**src/rtl/uart_rx_flags.sv**
```systemverilog
module uart_rx_flags #(
  parameter int OSR = 16
) (
  input  logic       clk,
  input  logic       rst_n,
  input  logic       rx_line,
  input  logic       loop_line,
  input  logic       loop_en,
  input  logic       tick,
  input  logic       cfg_eight,
  input  logic       cfg_par_en,
  input  logic       cfg_par_even,
  input  logic       cfg_addr_mode,
  input  logic       cfg_err_ie,
  input  logic       cfg_wake_ie,
  input  logic       buf_rd,
  output logic [7:0] rx_byte,
  output logic       rx_flag,
  output logic       err_frame,
  output logic       err_parity,
  output logic       err_overrun,
  output logic       err_break,
  output logic       err_any,
  output logic       is_addr
);
  localparam int CW  = $clog2(OSR);
  localparam int MID = OSR / 2;

  typedef enum logic [1:0] {S_IDLE, S_START, S_BITS, S_STOP} st_t;

  st_t        st;
  logic [1:0] sync;
  logic [CW-1:0] cnt;
  logic [2:0] vote;
  logic [3:0] idx;
  logic [9:0] fbits;
  logic       pe_q;

  wire line_s  = sync[1];
  wire maj     = (vote[0] & vote[1]) | (vote[0] & vote[2]) | (vote[1] & vote[2]);
  wire bit_end = tick && (cnt == CW'(OSR - 1));
  wire smp     = tick && (cnt == CW'(MID - 1) || cnt == CW'(MID) || cnt == CW'(MID + 1));

  wire [3:0] ndat  = cfg_eight ? 4'd8 : 4'd7;
  wire [3:0] nbits = ndat + {3'b0, cfg_addr_mode} + {3'b0, cfg_par_en};
  wire [9:0] vmask = (10'd1 << nbits) - 10'd1;
  wire [9:0] tail  = fbits >> ndat;
  wire [7:0] dat   = cfg_eight ? fbits[7:0] : {1'b0, fbits[6:0]};
  wire       abit  = cfg_addr_mode & tail[0];
  wire       pbit  = cfg_par_en & (cfg_addr_mode ? tail[1] : tail[0]);

  wire done   = (st == S_STOP) && bit_end;
  wire fe_c   = ~maj;
  wire pe_c   = cfg_par_en & ((^dat ^ abit ^ pbit) == cfg_par_even);
  wire brk_c  = ~maj & ((fbits & vmask) == 10'd0);
  wire err_c  = fe_c | pe_c | brk_c;
  wire accept = done && (!err_c || cfg_err_ie) && (!cfg_wake_ie || abit);

  always_ff @(posedge clk or negedge rst_n) begin
    if (!rst_n) begin
      sync  <= 2'b11;
      st    <= S_IDLE;
      cnt   <= '0;
      vote  <= 3'b111;
      idx   <= '0;
      fbits <= '0;
    end else begin
      sync <= {sync[0], loop_en ? loop_line : rx_line};
      if (tick) begin
        if (st == S_IDLE) begin
          cnt <= '0;
          if (!line_s) st <= S_START;
        end else begin
          cnt <= bit_end ? '0 : cnt + 1'b1;
          if (smp) vote <= {vote[1:0], line_s};
          if (bit_end) begin
            case (st)
              S_START: begin
                if (maj) st <= S_IDLE;
                else begin
                  st    <= S_BITS;
                  idx   <= '0;
                  fbits <= '0;
                end
              end
              S_BITS: begin
                fbits[idx] <= maj;
                idx <= idx + 1'b1;
                if (idx == nbits - 4'd1) st <= S_STOP;
              end
              default: st <= S_IDLE;
            endcase
          end
        end
      end
    end
  end

  always_ff @(posedge clk or negedge rst_n) begin
    if (!rst_n) begin
      rx_byte     <= '0;
      rx_flag     <= 1'b0;
      err_frame   <= 1'b0;
      pe_q        <= 1'b0;
      err_overrun <= 1'b0;
      err_break   <= 1'b0;
      err_any     <= 1'b0;
      is_addr     <= 1'b0;
    end else begin
      rx_flag     <= (rx_flag & ~buf_rd) | accept;
      err_frame   <= (err_frame & ~buf_rd) | (done & fe_c);
      pe_q        <= (pe_q & ~buf_rd) | (done & pe_c);
      err_break   <= (err_break & ~buf_rd) | (done & brk_c);
      err_overrun <= (err_overrun & ~buf_rd) | (accept & rx_flag & ~buf_rd);
      err_any     <= (err_any & ~buf_rd) | (done & err_c) | (accept & rx_flag & ~buf_rd);
      if (accept) begin
        rx_byte <= dat;
        is_addr <= abit;
      end
    end
  end

  assign err_parity = pe_q & cfg_par_en;
endmodule

```
**config.mk**
```make
export PLATFORM = sky130hd
export DESIGN_NAME = uart_rx_flags
export DESIGN_NICKNAME = d
export VERILOG_FILES = /design/src/rtl/uart_rx_flags.sv
export SDC_FILE = /design/constraint.sdc
export NUM_CORES = 1
export LEC_CHECK = 0
export CAP_MARGIN = 5
export CELL_PAD_IN_SITES_DETAIL_PLACEMENT = 1
export CELL_PAD_IN_SITES_GLOBAL_PLACEMENT = 1
export CORE_AREA = 2 2 73 75
export CTS_CLUSTER_DIAMETER = 60
export DETAILED_ROUTE_END_ITERATION = 10
export DIE_AREA = 0 0 75 77
export DONT_BUFFER_PORTS = 1
export PLACE_DENSITY_LB_ADDON = 0.1
export SLEW_MARGIN = 20
export SYNTH_ARGS = -nofsm -noshare
export SYNTH_HDL_FRONTEND = slang
export SYNTH_SLANG_ARGS = --single-unit
```
**constraint.sdc**
```tcl
create_clock -name clk -period 5.8 [get_ports clk]
set_input_delay 0.29 -clock clk [delete_from_list [all_inputs] [get_ports clk]]
set_output_delay 0.29 -clock clk [all_outputs]
set_load 0.03 [all_outputs]
```
==> results.md <==
• **sequential cell area in the final layout** 1010 sq um
• **number of DRC markers in iteration 0** 42
• **kind of end point of the critical path** flop
• **Synthesized Nets** 300
• **post-detailed-placement cell area** 2590 sq um
• **kind of launch point of the worst setup path** flop
• **net total in the final layout** 302
• **io pins** 28
• **clock sink count** 40
• **fraction of power consumed by the clock network** 0.295
• **compound-cell area share of the yosys netlist** 0.189
• **path type of the worst min-delay path** input port to flop
• **multi-input gate area in the final layout** 1420 sq um
• **gp weighted congestion** 0.868
• **final-layout fill cell count** 571
• **share of cell area taken by muxes after synthesis** 0.0691
• **result of the run** complete, no violations
• **max-slew violations** 0
• **Sw Ratio** 0.328
• **final setup violation count** 0
• **xor and xnor fraction of the mapped netlist area** 0.0469
• **Setup CP Type** flop to flop
• **total non-filler cell area in the finished layout** 2750 sq um
• **number of warnings issued by yosys** 0
• **largest net degree at the start of global routing** 41
• **share of the yosys chip area belonging to registers** 0.397
• **post-synthesis to final-layout area growth** 8.44%
• **Fmax** 354 MHz
• **Synth Flop Type** sky130_fd_sc_hd__dfrtp_1
• **async set or reset register ratio after synthesis** 1.00
• **part of the total power dissipated in sequential elements** 0.432
• **cell total after placement** 333
• **number of maximum-capacitance violations** 0
• **commonest cells in the netlist** sky130_fd_sc_hd__nand2_1 (38), sky130_fd_sc_hd__dfrtp_1 (35), sky130_fd_sc_hd__o21ai_0 (29)
• **post-route fraction of the period consumed by the critical path** 0.487
• **ANT nets after route** 0
• **Mapped Avg Cell Area** 9.39 sq um
• **final setup skew** 5.63 ps
• **most common cell in the synthesized netlist** sky130_fd_sc_hd__nand2_1
• **area share of the largest cell type after synthesis** 0.346
• **fraction of final layout cells sized beyond drive strength 1** 0.125
• **number of standard cells in the layout, taps in and fillers out** 343
• **maximum VDD drop** 0.233 mV
• **post-CTS repair timing setup buffer count** 0
• **EDFF count, synth** 0
• **die area** 5780 sq um
• **total of flip-flops plus latches after synthesis** 40
• **count of port buffers added during placement** 0
• **cell chosen for the clock root** sky130_fd_sc_hd__clkbuf_8
• **largest area contributor in the netlist** sky130_fd_sc_hd__dfrtp_1
• **CTS tree** done
• **required time at the endpoint of the critical path** 5980 ps
• **number of distinct standard cells referenced by the synthesized netlist** 49
• **slew at the pin with the worst max-slew slack** 995 ps
• **time the final worst path needs with I/O delays and setup** 2830 ps
• **initial antenna violation count** 0
• **number of cell rows** 26
• **internal portion of total power** 567 uW
• **crit path DAT** 3010 ps
• **Setup Total Neg Slack** 0 ps
• **adder-cell share of the synthesized area** 0.0938
• **Total GRT Usage** 0.213
• **wire length of the first global-routing pass** 9430 um
• **pwr dens** 307 nW/um^2
• **H-tree lvl count** 2
• **post-synthesis cell area** 2530 sq um
• **leakage dissipation** 1.21 nW
• **Wirelength per Cell** 16.5 um
• **unrepaired setup endpoints after global routing** no
• **dominant combinational cell family by area after synthesis** compound AO/OA/AOI/OAI gates
• **synthesized netlist cell count** 270
• **quantity of gates resized following cts** 0
• **number of inserted diodes** 0
• **overall via count from detail_route** 1966
• **Register-to-Register Setup Slack** 2970 ps
• **clk_lat worst skew** 300 ps
• **Die X** 75 um
• **largest cells by area after synthesis** sky130_fd_sc_hd__dfrtp_1 (35%), sky130_fd_sc_hd__ha_1 (7.4%), sky130_fd_sc_hd__o21ai_0 (5.7%)
• **final hold slack** 87.9 ps
• **final standard cell utilization of the core** 0.552
• **clk slew on worst S/H paths** 80 ps
• **number of design rule violations left after detail routing** 0
• **first drt pass iteration count** 4
• **final routed wirelength across all metal layers** 5670 um
• **share of power burned in combinational logic** 0.273
• **mean number of vias per cell** 5.73
• **vertical extent of the die** 77 um
• **leftover overflow at the end of global routing** 0
• **area fraction in and, or, nand and nor cells after synthesis** 0.160
• **CP Max Fanout** 11
• **Hold Fails Final Rpt** 0
• **headroom to the max-slew limit** 0.337
• **vias in the first global route** 2001
• **area inside the core boundary** 4980 sq um
• **initial core utilization** 0.509
• **clock buffers created by TritonCTS** 5
• **switching power** 277 uW
• **post-detail-place hpwl** 4300 um
• **number of buffers on the longest clock path** 2
[cell type report]
| cell class | count | area share |
|---|---|---|
| multi-input combinational | 202 | 0.515 |
| timing repair buffer | 3 | 0.0137 |
| inverter | 20 | 0.0273 |
| clock buffer | 7 | 0.0350 |
| clock inverter | 1 | 0.0109 |
| tap | 70 | 0.0319 |
| sequential | 40 | 0.366 |
[final timing paths]
check | start | to | cells after the start
max in group asynchronous | rst_n | vote[0] | 2
min in group asynchronous | rst_n | idx[0] | 2
hold reg to reg | sync[0] | sync[1] | 0
setup / recovery | fbits[6] | rx_byte[1] | 6
hold / removal | buf_rd | err_frame | 1
setup reg to reg | fbits[6] | rx_byte[1] | 6
[placed cells by master, fill, tap and decap left out, types with 4 or more instances in the layout]
cell | netlist | layout
sky130_fd_sc_hd__nor2b_1 | 12 | 12
sky130_fd_sc_hd__nor2_1 | 10 | 10
sky130_fd_sc_hd__ha_1 | 15 | 15
sky130_fd_sc_hd__mux2_2 | 12 | 12
sky130_fd_sc_hd__mux2i_1 | 4 | 4
sky130_fd_sc_hd__nand2_1 | 38 | 38
sky130_fd_sc_hd__a22o_1 | 11 | 11
sky130_fd_sc_hd__o21ai_0 | 29 | 29
sky130_fd_sc_hd__nand3_1 | 11 | 11
sky130_fd_sc_hd__dfstp_2 | 5 | 5
sky130_fd_sc_hd__a21oi_1 | 6 | 6
sky130_fd_sc_hd__dfrtp_1 | 35 | 35
sky130_fd_sc_hd__xnor2_1 | 9 | 9
sky130_fd_sc_hd__clkbuf_8 | 0 | 7
sky130_fd_sc_hd__inv_1 | 20 | 20
[state kept, by name (all words and copies together), names as in the netlist]
name and flops:
err_break 1, rx_byte 8, rx_flag 1, cnt 4, vote 3, is_addr 1, sync 2, pe_q 1
err_any 1, fbits 10, st 2, idx 4, err_frame 1, err_overrun 1
[worst max-delay path: stages (launching register included)]
cell and delay (ps):
sky130_fd_sc_hd__dfrtp_1 450, sky130_fd_sc_hd__xnor2_1 180, sky130_fd_sc_hd__xnor3_1 450, sky130_fd_sc_hd__xnor2_1 200
sky130_fd_sc_hd__xnor2_1 170, sky130_fd_sc_hd__a221oi_2 840, sky130_fd_sc_hd__mux2_2 420
[per-layer routing]
metal | vias to the layer above | GRT usage | part of all wire
met3 | 7 | 0.0434 | 0.031
met1 | 986 | 0.272 | 0.45
met2 | 24 | 0.358 | 0.51
met4 | 0 | 0.0589 | 0.012
met5 | - | 0 | 0
li1 | 949 | - | -
[timing repair]
action / 4_1_cts / 5_1_grt
hold endpoints to repair: 40 / 0
hold buffers: 2 / 0
setup endpoints to repair: 0 / 0
[power groups by stage]
stage / clock network [mW] / registers (mW) / logic (mW)
after CTS: 0.255 / 0.364 / 0.235
after detailed placement: 0 / 0.370 / 0.223
after global routing: 0.267 / 0.370 / 0.262
after global placement: 0 / 0.368 / 0.215
after floorplan: 0 / 0.360 / 0.176
final: 0.249 / 0.364 / 0.231
[cells by family (layout without fill, tap and decap cells)]
family                     after synthesis  count (layout)
adders and majority gates               18              18
and+or+nand+nor                         86              86
AOI/OAI and AO/OA                       70              70
xor gates and xnor gates                12              12
DFF                                     40              40
buffers and inverters                   28              31
muxes                                   16              16
[per-stage QoR]
| stage | worst slack [ps] | total power, mW |
|---|---|---|
| after floorplan | 3150 | 0.536 |
| after global placement | 2980 | 0.583 |
| after detailed placement | 2920 | 0.593 |
| after CTS | 2880 | 0.855 |
| after global routing | 2780 | 0.898 |
| final | 2970 | 0.844 |
(Power assumes the default switching activity.)
